===== src/rtl/twb_am_pkg.sv =====
package twb_am_pkg;
   typedef enum logic [1:0] {
      ST_IDLE,
      ST_ADDR,
      ST_WAIT,
      ST_ACK
   } am_state_e;

   localparam int OFS_OWN  = 0;
   localparam int OFS_MASK = 1;
   localparam int OFS_STAT = 2;

   localparam int STB_MATCH = 0;
   localparam int STB_DIR   = 1;
   localparam int STB_GC    = 2;
endpackage


===== src/rtl/twb_am_front.sv =====
module twb_am_front #(
   parameter int SYNC_STAGES = 2
) (
   input  logic clk,
   input  logic rst_n,
   input  logic scl_in,
   input  logic sda_in,
   output logic scl_s,
   output logic sda_s,
   output logic start_p,
   output logic stop_p,
   output logic scl_rise,
   output logic scl_fall
);
   logic [SYNC_STAGES-1:0] scl_chain, sda_chain;
   logic scl_d, sda_d;

   generate
      if (SYNC_STAGES < 2) begin : g_bad_sync
         $error("twb_am_front: SYNC_STAGES must be at least 2");
      end
   endgenerate

   always_ff @(posedge clk or negedge rst_n) begin
      if (!rst_n) begin
         scl_chain <= '1;
         sda_chain <= '1;
         scl_d     <= 1'b1;
         sda_d     <= 1'b1;
      end else begin
         scl_chain <= {scl_chain[SYNC_STAGES-2:0], scl_in};
         sda_chain <= {sda_chain[SYNC_STAGES-2:0], sda_in};
         scl_d     <= scl_s;
         sda_d     <= sda_s;
      end
   end

   assign scl_s    = scl_chain[SYNC_STAGES-1];
   assign sda_s    = sda_chain[SYNC_STAGES-1];
   assign start_p  = scl_s & scl_d & sda_d & ~sda_s;
   assign stop_p   = scl_s & scl_d & ~sda_d & sda_s;
   assign scl_rise = scl_s & ~scl_d;
   assign scl_fall = ~scl_s & scl_d;
endmodule


===== src/rtl/twb_am_cmp.sv =====
module twb_am_cmp #(
   parameter int ADDR_W     = 7,
   parameter bit GC_SUPPORT = 1'b1
) (
   input  logic [ADDR_W-1:0] own_addr,
   input  logic [ADDR_W-1:0] mask,
   input  logic              gc_en,
   input  logic [ADDR_W-1:0] rx_addr,
   output logic              own_hit,
   output logic              gc_hit
);
   logic [ADDR_W-1:0] bit_ok;

   generate
      for (genvar i = 0; i < ADDR_W; i++) begin : g_bit
         assign bit_ok[i] = mask[i] | (rx_addr[i] == own_addr[i]);
      end
      if (GC_SUPPORT) begin : g_gc
         assign gc_hit = gc_en & (rx_addr == '0);
      end else begin : g_no_gc
         assign gc_hit = 1'b0;
      end
   endgenerate

   assign own_hit = &bit_ok;
endmodule


===== src/rtl/twb_am_seq.sv =====
module twb_am_seq
   import twb_am_pkg::*;
#(
   parameter int ADDR_W = 7
) (
   input  logic            clk,
   input  logic            rst_n,
   input  logic            start_p,
   input  logic            stop_p,
   input  logic            scl_rise,
   input  logic            scl_fall,
   input  logic            sda_s,
   input  logic            hit,
   output logic [ADDR_W:0] rx_byte,
   output logic            sda_pull,
   output logic            hit_evt
);
   localparam int CW = $clog2(ADDR_W + 1);
   localparam logic [CW-1:0] LAST = CW'(ADDR_W);

   am_state_e      state;
   logic [CW-1:0]  cnt;

   always_ff @(posedge clk or negedge rst_n) begin
      if (!rst_n) begin
         state   <= ST_IDLE;
         cnt     <= '0;
         rx_byte <= '0;
         hit_evt <= 1'b0;
      end else begin
         hit_evt <= 1'b0;
         if (start_p) begin
            state <= ST_ADDR;
            cnt   <= '0;
         end else if (stop_p) begin
            state <= ST_IDLE;
         end else begin
            case (state)
               ST_ADDR: if (scl_rise) begin
                  rx_byte <= {rx_byte[ADDR_W-1:0], sda_s};
                  cnt     <= cnt + 1'b1;
                  if (cnt == LAST) state <= ST_WAIT;
               end
               ST_WAIT: if (scl_fall) begin
                  if (hit) begin
                     state   <= ST_ACK;
                     hit_evt <= 1'b1;
                  end else begin
                     state <= ST_IDLE;
                  end
               end
               ST_ACK: if (scl_fall) state <= ST_IDLE;
               default: ;
            endcase
         end
      end
   end

   assign sda_pull = (state == ST_ACK);
endmodule


===== src/rtl/twb_addr_match.sv =====
module twb_addr_match
   import twb_am_pkg::*;
#(
   parameter int ADDR_W      = 7,
   parameter int SYNC_STAGES = 2,
   parameter bit GC_SUPPORT  = 1'b1,
   parameter int REG_AW      = 2
) (
   input  logic                clk,
   input  logic                rst_n,
   input  logic                reg_we,
   input  logic [REG_AW-1:0]   reg_addr,
   input  logic [ADDR_W:0]     reg_wdata,
   output logic [ADDR_W:0]     reg_rdata,
   input  logic                scl_in,
   input  logic                sda_in,
   output logic                sda_pull,
   output logic                irq
);
   localparam int DW = ADDR_W + 1;

   generate
      if (ADDR_W < 1) begin : g_bad_aw
         $error("twb_addr_match: ADDR_W must be at least 1");
      end
      if ((1 << REG_AW) <= OFS_STAT) begin : g_bad_raw
         $error("twb_addr_match: REG_AW too small for three offsets");
      end
   endgenerate

   logic              scl_s, sda_s, start_p, stop_p, scl_rise, scl_fall;
   logic [ADDR_W:0]   rx_byte;
   logic              own_hit, gc_hit, hit_evt;
   logic [ADDR_W-1:0] own_q, mask_q;
   logic              gce_q;
   logic              st_match, st_dir, st_gc;
   logic              wr_own, wr_mask, wr_stat;

   assign wr_own  = reg_we && (reg_addr == REG_AW'(OFS_OWN));
   assign wr_mask = reg_we && (reg_addr == REG_AW'(OFS_MASK));
   assign wr_stat = reg_we && (reg_addr == REG_AW'(OFS_STAT));

   twb_am_front #(.SYNC_STAGES(SYNC_STAGES)) u_front (
      .clk(clk), .rst_n(rst_n), .scl_in(scl_in), .sda_in(sda_in),
      .scl_s(scl_s), .sda_s(sda_s), .start_p(start_p), .stop_p(stop_p),
      .scl_rise(scl_rise), .scl_fall(scl_fall)
   );

   twb_am_cmp #(.ADDR_W(ADDR_W), .GC_SUPPORT(GC_SUPPORT)) u_cmp (
      .own_addr(own_q), .mask(mask_q), .gc_en(gce_q),
      .rx_addr(rx_byte[ADDR_W:1]), .own_hit(own_hit), .gc_hit(gc_hit)
   );

   twb_am_seq #(.ADDR_W(ADDR_W)) u_seq (
      .clk(clk), .rst_n(rst_n), .start_p(start_p), .stop_p(stop_p),
      .scl_rise(scl_rise), .scl_fall(scl_fall), .sda_s(sda_s),
      .hit(own_hit | gc_hit), .rx_byte(rx_byte), .sda_pull(sda_pull),
      .hit_evt(hit_evt)
   );

   always_ff @(posedge clk or negedge rst_n) begin
      if (!rst_n) begin
         own_q  <= '1;
         mask_q <= '0;
      end else begin
         if (wr_own)  own_q  <= reg_wdata[DW-1:1];
         if (wr_mask) mask_q <= reg_wdata[DW-1:1];
      end
   end

   generate
      if (GC_SUPPORT) begin : g_gce
         always_ff @(posedge clk or negedge rst_n) begin
            if (!rst_n)      gce_q <= 1'b0;
            else if (wr_own) gce_q <= reg_wdata[0];
         end
      end else begin : g_no_gce
         assign gce_q = 1'b0;
      end
   endgenerate

   always_ff @(posedge clk or negedge rst_n) begin
      if (!rst_n) begin
         st_match <= 1'b0;
         st_dir   <= 1'b0;
         st_gc    <= 1'b0;
      end else if (hit_evt) begin
         st_match <= 1'b1;
         st_dir   <= rx_byte[0];
         st_gc    <= gc_hit;
      end else if (wr_stat) begin
         st_match <= 1'b0;
         st_dir   <= 1'b0;
         st_gc    <= 1'b0;
      end
   end

   always_comb begin
      reg_rdata = '0;
      case (reg_addr)
         REG_AW'(OFS_OWN):  reg_rdata = {own_q, gce_q};
         REG_AW'(OFS_MASK): reg_rdata = {mask_q, 1'b0};
         REG_AW'(OFS_STAT): begin
            reg_rdata[STB_MATCH] = st_match;
            reg_rdata[STB_DIR]   = st_dir;
            reg_rdata[STB_GC]    = st_gc;
         end
         default: ;
      endcase
   end

   assign irq = st_match;
endmodule


===== config.mk =====
export PLATFORM = sky130hd
export DESIGN_NAME = twb_addr_match
export DESIGN_NICKNAME = d
export VERILOG_FILES = /design/src/rtl/twb_am_pkg.sv /design/src/rtl/twb_am_front.sv /design/src/rtl/twb_am_cmp.sv /design/src/rtl/twb_am_seq.sv /design/src/rtl/twb_addr_match.sv
export SDC_FILE = /design/constraint.sdc
export NUM_CORES = 1
export LEC_CHECK = 0
export ABC_CLOCK_PERIOD_IN_PS = 1700
export BUFFER_PORTS_ARGS = -buffer_cell sky130_fd_sc_hd__buf_2
export CAP_MARGIN = 25
export CELL_PAD_IN_SITES_DETAIL_PLACEMENT = 0
export CELL_PAD_IN_SITES_GLOBAL_PLACEMENT = 1
export CORE_MARGIN = 2
export CORE_UTILIZATION = 25
export DETAILED_ROUTE_END_ITERATION = 16
export GPL_TIMING_DRIVEN = 0
export PLACE_DENSITY = 0.54
export REMOVE_ABC_BUFFERS = 1
export SLEW_MARGIN = 5
export SYNTH_ARGS = -nofsm -noshare
export SYNTH_HDL_FRONTEND = slang
export SYNTH_SLANG_ARGS = --single-unit

===== constraint.sdc =====
create_clock -name clk -period 1.7 [get_ports clk]
set_clock_uncertainty 0.1 [all_clocks]
set_input_delay 0.34 -clock clk [delete_from_list [all_inputs] [get_ports clk]]
set_output_delay 0.34 -clock clk [all_outputs]
set_load 0.005 [all_outputs]

Word level (Yosys, flattened, before mapping). Cells that the tools add are included.

Logic and storage cells: 91. Input port bits: 15. Register bits: 38. Memories kept: 0. Bits in latches: 0. Memory bits (read-only): 0. Output and inout bits: 10. Bits in writable memories: 0.

Eq/ne operators: 18. Reductions and logical operators: 13. Bitwise logic cells: 22. Magnitude comparators: 0. Multiplexer cells: 23. $mul: 0. Divide/modulo/power cells: 0. $add $sub $neg: 1. Shifts and indexed selects: 0.

Operator list (number): $mux W2 (7); $mux W3 (4); $pmux W5 S2 (1); $mux W1 (9); $pmux W3 S3 (1); $and A1 B1 Y1 (8); $ne A4 B4 Y1 const B (2); $or A1 B1 Y1 (8); $eq A1 B1 Y1 (7); $logic_not A7 Y1 (1); $reduce_and A7 Y1 (1); $eq A2 B2 Y1 const B (3); $not A1 Y1 (6); $pmux W2 S3 (1); $reduce_bool A2 Y1 (3); $reduce_and A5 Y1 (1); $reduce_bool A5 Y1 (1); $eq A2 B1 Y1 const B (2); $ne A4 B1 Y1 const B (1); $ne A4 B3 Y1 const B (1); $reduce_and A4 Y1 (1); $add A3 B1 Y3 const B (1); $eq A3 B3 Y1 const B (1); $logic_and A1 B1 Y1 (3); 3 further kinds (3).

Logic depth before layout (Yosys ltp). Gate-level depths: netlist of the first run.

Depth in word-level cells: 9. Depth in mapped cells: 6. Mapped depth without buffers: 6.

Hierarchy. Synthesis of the first run repeated with hierarchy kept, for this count alone.

Cells, all modules: 137. Area total of the unflattened synthesis: 1828.0 um^2.

By module, submodules not included: twb_addr_match (seq. area each 459.2 um^2, times used 1, cells each 64, area an instance 853.3 um^2); twb_am_seq (seq. area each 350.3 um^2, times used 1, cells each 48, area an instance 670.6 um^2); twb_am_front (seq. area each 157.7 um^2, times used 1, cells each 10, area an instance 192.7 um^2); twb_am_cmp (seq. area each 0.0 um^2, times used 1, cells each 15, area an instance 111.4 um^2).

Worst setup path after synthesis of the first run. No wires, ideal clock.

Path type: flip-flop to flip-flop. From: reg u_seq.state[0]. To: reg u_seq.state[0]. Cell stages (with the launch flop): 6. Slack: -0.047 ns. Data required time: 1.505 ns. Clock period less this slack: 1.747 ns. Setup time: 0.095 ns. Path buffers: 0. Arrival time: 1.551 ns. Path through: dfrtp_1 ha_1 or2_1 a221o_1 o21bai_1 o32ai_2.

Word-level cells in the longest chain between the ends: 4. Elaborated cells on any way between the ends: 12. Classes of those cells: eq/ne: 7; mux: 3; reduce/logical: 2.

RTL lines: from (decl) (line twb_am_seq.sv:21) `am_state_e state;`; from (signal assigned) (line twb_am_seq.sv:26) `state <= ST_IDLE;`; from (signal assigned) (line twb_am_seq.sv:33) `state <= ST_ADDR;`; from (signal assigned) (line twb_am_seq.sv:36) `state <= ST_IDLE;`; $eq A2 B2 Y1 (*); net sda_pull (line twb_addr_match.sv:17) `output logic sda_pull,`; $pmux W2 S3 (line twb_am_seq.sv:38) `case (state)`; $mux W2 (line twb_am_seq.sv:35) `end else if (stop_p) begin`; $mux W2 (line twb_am_seq.sv:32) `if (start_p) begin`.

The timed path passes the listed nets; every way through them passes the cells marked *. A chain may end at the register's enable or synchronous reset.

Worst setup path in the final report of the first run.
From: reg u_seq.state[0]. To: reg u_seq.state[0].

Word-level cells in the longest chain between the ends: 4. Elaborated cells on any way between the ends: 12. Classes of those cells: eq/ne: 7; mux: 3; reduce/logical: 2.

RTL lines (line): $eq A2 B2 Y1 / $eq A2 B1 Y1 (equally long branches) (twb_am_seq.sv:38); $pmux W2 S3 (twb_am_seq.sv:38); $mux W2 (twb_am_seq.sv:35); $mux W2 (twb_am_seq.sv:32).

Several ways; a longest one is shown, not always the timed one.

==> results of run 1 <==
-- logic make-up after synthesis --
logic type | share of synthesized area (%)
AND/OR/NAND/NOR | 14.5
AO/OA/AOI/OAI | 8.21
buffers and inverters | 1.81
flip-flops | 53.8
adder cells (fa/ha/maj) | 3.48
multiplexers | 14.4
XOR/XNOR | 3.89
-- critical path, cell delays in order, from the launching register on --
cell	delay, ns
dfrtp_1	0.40
inv_1	0.06
ha_2	0.18
or2_1	0.22
a221o_1	0.37
o21bai_4	0.20
o32ai_2	0.18
-- timing repair --
action / 4_1_cts / 5_1_grt
pin swaps: 2 / 2
setup endpoints to repair: 3 / 6
resized for setup: 4 / 2
setup buffers: 1 / 2
-- per-stage QoR --
step                      std cells  cell area, um2
after detailed placement        275            2020
after floorplan                 155            1780
after global placement          275            2020
final                           286            2210
after CTS                       284            2180
after global routing            286            2210
-- how the worst max path moves through the flow --
stage                                          start                    endpoint  slack (ns)  depth (start not counted)
after global placement    u_seq.state[0]$_DFFE_PN0P_  u_seq.state[0]$_DFFE_PN0P_       -0.15                          6
after floorplan           u_seq.state[0]$_DFFE_PN0P_  u_seq.state[0]$_DFFE_PN0P_       -0.05                          5
after global routing      u_seq.state[0]$_DFFE_PN0P_  u_seq.state[0]$_DFFE_PN0P_       -0.19                          6
after CTS                 u_seq.state[0]$_DFFE_PN0P_  u_seq.state[1]$_DFFE_PN0P_       -0.11                          6
after detailed placement  u_seq.state[0]$_DFFE_PN0P_  u_seq.state[0]$_DFFE_PN0P_       -0.15                          6
final                     u_seq.state[0]$_DFFE_PN0P_  u_seq.state[0]$_DFFE_PN0P_       -0.09                          6
-- layout make-up --
cell class	instances	area, um2	area share, %
Inverter	4	15.0	0.679
Clock inverter	2	60.1	2.72
Sequential cell	38	967	43.7
Tap cell	96	120	5.43
Timing Repair Buffer	27	143	6.45
Clock buffer	6	82.6	3.74
Multi-Input combinational cell	113	823	37.2
-- power by group through the flow --
stage / logic [W] / registers (W) / clock network, W
detailed placement: 0.000670 / 0.00129 / 0
finish: 0.000718 / 0.00126 / 0.000954
floorplan: 0.000494 / 0.00124 / 0
global route: 0.000831 / 0.00130 / 0.00103
CTS: 0.000692 / 0.00127 / 0.000989
global placement: 0.000657 / 0.00129 / 0
-- per-layer routing --
layer  vias to the layer above  track usage, %  wire length [um]
li1                        609               -                 -
met1                       588            13.7              1730
met2                        24            16.4              1680
met3                         5            2.61               163
met4                         0            4.55                51
met5                         -               0                 0
-- sequential cells by signal, indices dropped and copies added (netlist names) --
register and count:
u_seq.state 2, st_gc 1, u_front.scl_chain 2, u_front.sda_chain 2
own_q 7, u_front.scl_d 1, u_front.sda_d 1, gce_q 1
u_seq.cnt 3, u_seq.rx_byte 8, mask_q 7, st_dir 1
irq 1, u_seq.hit_evt 1
-- synth_stat cells (all sizes together), types with 2 or more instances --
| library cell | n | area share, % |
|---|---|---|
| nand3b | 3 | 1.3 |
| nor2b | 2 | 0.70 |
| dfstp | 13 | 19 |
| buf | 2 | 0.56 |
| o21ai | 6 | 1.7 |
| clkbuf | 2 | 0.42 |
| o22ai | 3 | 1.0 |
| nand2 | 32 | 6.7 |
| mux2i | 9 | 5.0 |
| a22o | 2 | 0.97 |
| inv | 4 | 0.83 |
| nor2 | 9 | 1.9 |
| nand3 | 2 | 0.56 |
| dfrtp | 25 | 35 |
| ha | 5 | 3.5 |
| or2 | 2 | 0.70 |
| xnor2 | 8 | 3.9 |
| mux2 | 15 | 9.4 |
==> results.ini, run 1 <==
[cells_and_area]
final_cell_mix = nand2_1, dfrtp_1, buf_2
area_delta_synth_final_pct = 22.9
drive_above_1_share_pct = 37.9
mostFrequentLayoutCell = nand2_1
nets = 209
antennaDiodeCount = 0
fillCellCount = 720
post-route-util_pct = 32.2

[setup_path]
r2r_cells = 6
cp.arrival_ns = 1.89
ff2ff_setup_slack_ns = -0.09
end_kind = flop
reg2reg_to = u_seq.state[0]$_DFFE_PN0P_
criticalPathCategory = flop to flop
reg2reg_from = u_seq.state[0]$_DFFE_PN0P_
required_ns = 1.80
startpoint_type = flop
cp_max_fo = 5

[sta]
slew_headroom_pct = 43.0
fin_crit_ns = 1.79
rsz0062_at_grt = true
timing.final.ws_setup_ns = -0.0885
finalSetupViolCount = 2
max_slew.worst_pin.slew_ns = 0.856
timing.final.crit_share_pct = 105
hold_viol = 0
fmax_mhz = 559
holdWs_ns = 0.0424
drv_slew = 0
setup_tns_ns = -0.110

[floorplan]
fp-row-count = 30
coreArea_mm2 = 0.00687
pin_count = 25
die_x_um = 88.8
start_util_pct = 26.2
fp.dieArea_mm2 = 0.00789
fp.dieH_um = 88.8

[placement]
hpwl_mm = 2.64
pre_cts_ws_ns = -0.150
numPortBuffers = 24
gp_congestion = 0.682

[worst_hold_path]
hold_depth = 1
worstHoldStart = scl_in
holdPathEnd = u_front.scl_chain[0]$_DFF_PN1_
hold_path.class = input port to flop

[yosys]
yosysSeqAreaShare_pct = 53.8
synth.distinct_cells = 34
synth_cells = 159
synthArstFlopShare_pct = 100
ys_seq_elements = 38
synth.avg_cell_area_um2 = 11.3
yosysWarnings = 0
synth_ff_type = dfrtp_1
mappedNetlistArea_mm2 = 0.00180
synth_edf_count = 0

[detailed_routing]
drc = 0
finalWirelength_mm = 3.63
ant_nets = 0
vias_per_cell = 4.29
first_iter_violations = 43
wl_per_cell_um = 12.7
dr.pass1.iters = 4
vias = 1226

[clock_tree]
cts_hold_buf = 0
cts_made_buffers = 5
ctsRootBufferMaster = clkbuf_8
cts_tree = done
htree_levels = 2
clock_latency_ns = 0.29
clockBufferDepth = 2
clock-sinks = 38
clkSlewWorstSetupHoldPaths_ns = 0.08

[run_status]
violations = negative setup slack
status = complete, but fails checks

[power_and_ir_drop]
power_frac_seq_pct = 43.0
power.clock.fraction_pct = 32.5
leakagePower_nw = 1.00
powerDensity_mw_per_mm2 = 1330
p_comb_share_pct = 24.5
sw_frac_of_total_pct = 27.5
max-vdd-ir-drop_v = 0.000547
p_total_w = 0.00293
p_switching_w = 0.000807
cellInternalPower_w = 0.00213

[grt]
antenna_found_initial = 0
grt_pass1_vias = 1297
grt_overflow = 0
grt_pass1_wl_mm = 6.27
grt_usage_pct = 10.5
grt_max_degree = 39

[job]
maxCapViolations = 0

(Power assumes the default switching activity.)
==> inputs of run 2 (changes only) <==
--- a/config.mk
+++ b/config.mk
@@ -5,6 +5,7 @@
 export SDC_FILE = /design/constraint.sdc
 export NUM_CORES = 1
 export LEC_CHECK = 0
+export ABC_AREA = 1
 export ABC_CLOCK_PERIOD_IN_PS = 1700
 export BUFFER_PORTS_ARGS = -buffer_cell sky130_fd_sc_hd__buf_2
 export CAP_MARGIN = 25
@@ -14,7 +15,7 @@
 export CORE_UTILIZATION = 25
 export DETAILED_ROUTE_END_ITERATION = 16
 export GPL_TIMING_DRIVEN = 0
-export PLACE_DENSITY = 0.54
+export PLACE_DENSITY = 0.56
 export REMOVE_ABC_BUFFERS = 1
 export SLEW_MARGIN = 5
 export SYNTH_ARGS = -nofsm -noshare
==> results.ini, run 2 <==
[sta]
setup_tns_ns = 0
fin_crit_ns = 1.65
finalSetupViolCount = 0
fmax_mhz = 606
slew_headroom_pct = 43.6
max_slew.worst_pin.slew_ns = 0.846
drv_slew = 0
timing.final.crit_share_pct = 97.1
rsz0062_at_grt = true
hold_viol = 0
holdWs_ns = 0.0420

[clock_tree]
clock-sinks = 38
clkSlewWorstSetupHoldPaths_ns = 0.07
clock_latency_ns = 0.29
cts_hold_buf = 0
htree_levels = 2
clockBufferDepth = 2
cts_tree = done
cts_made_buffers = 5
ctsRootBufferMaster = clkbuf_8

[setup_path]
ff2ff_setup_slack_ns = 0.11
cpPeakStageDelay_ns = 0.55
cp_slowest_cell = dfstp_2
crit_family = flip-flops
cp.arrival_ns = 1.21
crit_chain = inv_2 -> o221ai_2 -> buf_2
end_kind = primary output
cp.buffers_inverters = 2
required_ns = 1.26
criticalPathCategory = flop to primary output
cp_max_fo = 3
startpoint_type = flop

[placement]
numPortBuffers = 24
gp_congestion = 0.716
dp_cells = 333
hpwl_mm = 2.74

[yosys]
yosysTopAreaCell = dfrtp_1
ys_seq_elements = 38
yosysSeqAreaShare_pct = 53.9
ys_top_cells_by_count = nand2_1, inv_1, o21ai_0, dfrtp_1, nand3_1
synth_cells = 216
yosysWarnings = 0
synth.avg_cell_area_um2 = 8.31
synth_area_leaders = dfrtp_1, dfstp_2, nand2_1
yosys.area.top_type_share_pct = 34.8
synthArstFlopShare_pct = 100
synth.distinct_cells = 21
synth_most_common_cell = nand2_1
mappedNetlistArea_mm2 = 0.00180
synth_edf_count = 0
synth_ff_type = dfrtp_1

[detailed_routing]
wl_met1_mm = 2.08
dr_wl_met3_um = 120
top_layer_used = met4
drc = 0
ant_nets = 0
finalWirelength_mm = 3.93
wl_per_cell_um = 11.5
first_iter_violations = 31
met2_length_mm = 1.67
vias = 1392
dr.pass1.iters = 4
vias_per_cell = 4.06

[cells_and_area]
drive_above_1_share_pct = 23.5
final_cell_mix = nand2_1, inv_1, o21ai_0
mostFrequentLayoutCell = nand2_1
top_register = u_seq.rx_byte
area_delta_synth_final_pct = 21.1
top_regs = u_seq.rx_byte: 8 flops, mask_q: 7 flops, own_q: 7 flops
nets = 266
fillCellCount = 768
largest_register_ffs = 8
antennaDiodeCount = 0
finalNonFillerCells = 343

[grt]
antenna_found_initial = 0
grt_max_degree = 39
grt_usage_pct = 11.5
grt_overflow = 0
grt_pass1_vias = 1427
grt_pass1_wl_mm = 6.90

[floorplan]
die_x_um = 88.7
fp.dieArea_mm2 = 0.00788
fp.dieH_um = 88.7
pin_count = 25
coreArea_mm2 = 0.00687
start_util_pct = 26.1
fp-row-count = 30

[worst_hold_path]
hold_path.class = input port to flop

[job]
maxCapViolations = 0

[power_and_ir_drop]
max-vdd-ir-drop_v = 0.000401
p_total_w = 0.00279
leakagePower_nw = 1.09
powerDensity_mw_per_mm2 = 1280

[run_status]
status = finished, final reports clean

[run 2: changes by cell type after synthesis, sizes merged, moves of 3 or more]
cell / change
o21ai: +22
nand2: +24
mux2i: -8
nand3: +13
inv: +39
nand3b: -3
mux2: -15
xnor2: -8
a21oi: +3
[run 2: layout make-up]
class	count	area [um2]	area share, %
flip-flops and latches	38	967	44.5
multi-input cells	132	682	31.4
inverters	43	161	7.42
repair buffers	26	135	6.21
well taps	96	120	5.52
clock buffers	5	68.8	3.16
clock inverters	3	40.0	1.84
[run 2: where the power goes]
part	switching (W)	leakage, nW	internal, W	total, W
Clock	0.000324	0.0579	0.000432	0.000756
Combinational	0.000439	0.565	0.000334	0.000773
Sequential	0.000138	0.462	0.00112	0.00126
Total	0.000901	1.09	0.00189	0.00279
[run 2: stage by stage]
stage          util (%)  area [um2]  setup WS, ns
6_report           31.7        2170        0.0497
3_5_place_dp       29.4        2020        0.0379
4_1_cts            31.2        2140        0.0121
5_1_grt            31.7        2170       -0.0185
2_1_floorplan         -        1780         0.273
3_3_place_gp       29.4        2020        0.0640
[run 2: worst reg2reg max path: stages (launching register included)]
cell,delay (ns)
dfrtp_1,0.42
buf_4,0.15
ha_1,0.23
nand3_4,0.20
o21ai_0,0.21
o21ai_0,0.20
[run 2: cell families after synthesis]
| kind of cell | share of synthesized area [%] |
|---|---|
| mux | 0.558 |
| flops | 53.9 |
| compound gates | 12.4 |
| buf+inv | 9.76 |
| fa+ha+maj | 3.48 |
| simple gates | 19.9 |
[run 2: worst paths after layout]
| kind | endpoint | cells past startpoint | start |
|---|---|---|---|
| max reg2reg | u_seq.cnt[1]$_DFFE_PN0P_ | 5 | u_seq.state[0]$_DFFE_PN0P_ |
| min | u_front.scl_chain[0]$_DFF_PN1_ | 1 | scl_in |
| min in group asynchronous | mask_q[5]$_DFFE_PN0P_ | 1 | rst_n |
| max | reg_rdata[1] | 3 | own_q[0]$_DFFE_PN1P_ |
| max in group asynchronous | mask_q[1]$_DFFE_PN0P_ | 1 | rst_n |
| min reg2reg | u_front.sda_chain[1]$_DFF_PN1_ | 0 | u_front.sda_chain[0]$_DFF_PN1_ |
[run 2: what timing repair did]
item	4_1_cts	5_1_grt
setup endpoints to repair	2	11
setup buffers	0	2
resized for setup	2	7
pin swaps	0	3
[run 2: per-layer routing]
layer | track usage (%) | vias up
li1 | - | 740
met1 | 16.6 | 626
met3 | 2.24 | 5
met5 | 0 | -
met2 | 16.8 | 21
met4 | 4.96 | 0
==> inputs of run 3 (changes only) <==
--- a/config.mk
+++ b/config.mk
@@ -11,7 +11,7 @@
 export CAP_MARGIN = 25
 export CELL_PAD_IN_SITES_DETAIL_PLACEMENT = 0
 export CELL_PAD_IN_SITES_GLOBAL_PLACEMENT = 1
-export CORE_MARGIN = 2
+export CORE_MARGIN = 5
 export CORE_UTILIZATION = 25
 export DETAILED_ROUTE_END_ITERATION = 16
 export GPL_TIMING_DRIVEN = 0
==> results.ini, run 3 (same netlist as run 2, synthesis figures left out) <==
[grt]
grt_pass1_vias = 1322
use_met1_pct = 13.5
gr-usage-met3_pct = 2.55
met2_usage_pct = 13.8
grt_usage_pct = 9.53
grt_pass1_wl_mm = 6.61
grt_overflow = 0
grt.busiest_layer = met2
grt_max_degree = 39
antenna_found_initial = 0

[detailed_routing]
vias = 1394
vias_per_cell = 4.08
drc = 0
finalWirelength_mm = 3.87
wl_per_cell_um = 11.3
dr.pass1.iters = 4
first_iter_violations = 66
ant_nets = 0

[setup_path]
cpPeakStageDelay_ns = 0.56
r2r_cells = 7
required_ns = 1.26
startpoint_type = flop
cp.buffers_inverters = 2
end_kind = primary output
cp_slowest_cell = dfstp_2
cp_max_fo = 3
reg2reg_from = u_seq.state[0]$_DFFE_PN0P_
ff2ff_setup_slack_ns = 0.18
cp.arrival_ns = 1.21
cp-startpoint = own_q[1]$_DFFE_PN1P_
crit_chain = inv_2 -> o221ai_2 -> buf_2
crit_family = flip-flops
cp.depth = 3
criticalPathCategory = flop to primary output
reg2reg_to = u_seq.state[0]$_DFFE_PN0P_
setup.worst_path.end = reg_rdata[2]

[cells_and_area]
area_delta_synth_final_pct = 20.6
drive_above_1_share_pct = 22.4
post-route-util_pct = 31.4
mostFrequentLayoutCell = nand2_1
antennaDiodeCount = 0
top_regs = u_seq.rx_byte: 8 flops, mask_q: 7 flops, own_q: 7 flops
final_cell_mix = nand2_1, inv_1, o21ai_0
regArea_um2 = 967
largest_register_ffs = 8
nets = 265
top_register = u_seq.rx_byte
multi_input_area_um2 = 676
fillCellCount = 794

[sta]
fin_crit_ns = 1.65
timing.final.crit_share_pct = 97.0
fmax_mhz = 607
rsz0062_at_grt = true
hold_viol = 0
setup_tns_ns = 0
finalSetupViolCount = 0
max_slew.worst_pin.slew_ns = 0.846
drv_slew = 0
slew_headroom_pct = 43.6

[clock_tree]
clkSlewWorstSetupHoldPaths_ns = 0.08
cts_tree = done
cts_made_buffers = 5
clockBufferDepth = 2
clock_latency_ns = 0.29
htree_levels = 2
ctsRootBufferMaster = clkbuf_8
cts_hold_buf = 0
clock-sinks = 38

[floorplan]
die_x_um = 94.7
start_util_pct = 26.0
fp.dieArea_mm2 = 0.00898
coreArea_mm2 = 0.00691
pin_count = 25
fp-row-count = 30
fp.dieH_um = 94.7

[job]
maxCapViolations = 0

[placement]
hpwl_mm = 2.77
numPortBuffers = 24
gp_congestion = 0.759

[power_and_ir_drop]
powerDensity_mw_per_mm2 = 1290
max-vdd-ir-drop_v = 0.000344
leakagePower_nw = 1.07

[run_status]
status = finished, final reports clean

[worst_hold_path]
hold_path.class = input port to flop

==> run 3: report_power, final <==
part | internal [W] | total [W] | switching, W
registers | 0.00112 | 0.00126 | 0.000141
clock network | 0.000437 | 0.000774 | 0.000337
logic | 0.000321 | 0.000753 | 0.000433
==> run 3: metrics by stage <==
| step | setup WS (ns) | cell area [um2] | hold slack, ns | power (W) | std cells |
|---|---|---|---|---|---|
| after floorplan | 0.273 | 1780 | -0.0556 | 0.00177 | 213 |
| after global placement | 0.0690 | 2020 | 0.246 | 0.00200 | 333 |
| after detailed placement | 0.0708 | 2020 | 0.247 | 0.00201 | 333 |
| after CTS | 0.0000856 | 2140 | 0.0264 | 0.00281 | 341 |
| after global routing | -0.0319 | 2170 | 0.0171 | 0.00303 | 342 |
| final | 0.0513 | 2170 | 0.0399 | 0.00279 | 342 |
==> run 3: repair_timing <==
| action | CTS | global route |
|---|---|---|
| resized for setup | 1 | 6 |
| pin swaps | 0 | 2 |
| setup endpoints to repair | 1 | 7 |
| buffers inserted | 0 | 1 |
==> run 3: cell type report <==
| cell class | count | area share (%) |
|---|---|---|
| clock buffer | 5 | 3.18 |
| tap | 96 | 5.55 |
| inverter | 43 | 7.45 |
| sequential | 38 | 44.7 |
| multi-input combinational | 132 | 31.2 |
| timing repair buffer | 25 | 5.89 |
| clock inverter | 3 | 2.08 |
==> run 3: metal layers <==
layer  vias to the layer above  part of all wire [%]
met2                        28                    41
li1                        744                     -
met1                       617                    53
met3                         5                   4.1
met4                         0                   1.4
met5                         -                     0
==> run 3: worst min path at each step <==
stage,startpoint,slack (ns),to,depth (start not counted)
global route,sda_in,0.02,u_front.sda_chain[0]$_DFF_PN1_,1
floorplan,rst_n,-0.06,gce_q$_DFFE_PN0P_,0
CTS,sda_in,0.03,u_front.sda_chain[0]$_DFF_PN1_,1
detailed placement,u_front.sda_chain[0]$_DFF_PN1_,0.25,u_front.sda_chain[1]$_DFF_PN1_,0
global placement,u_front.scl_chain[0]$_DFF_PN1_,0.25,u_front.scl_chain[1]$_DFF_PN1_,0
finish,sda_in,0.04,u_front.sda_chain[0]$_DFF_PN1_,1
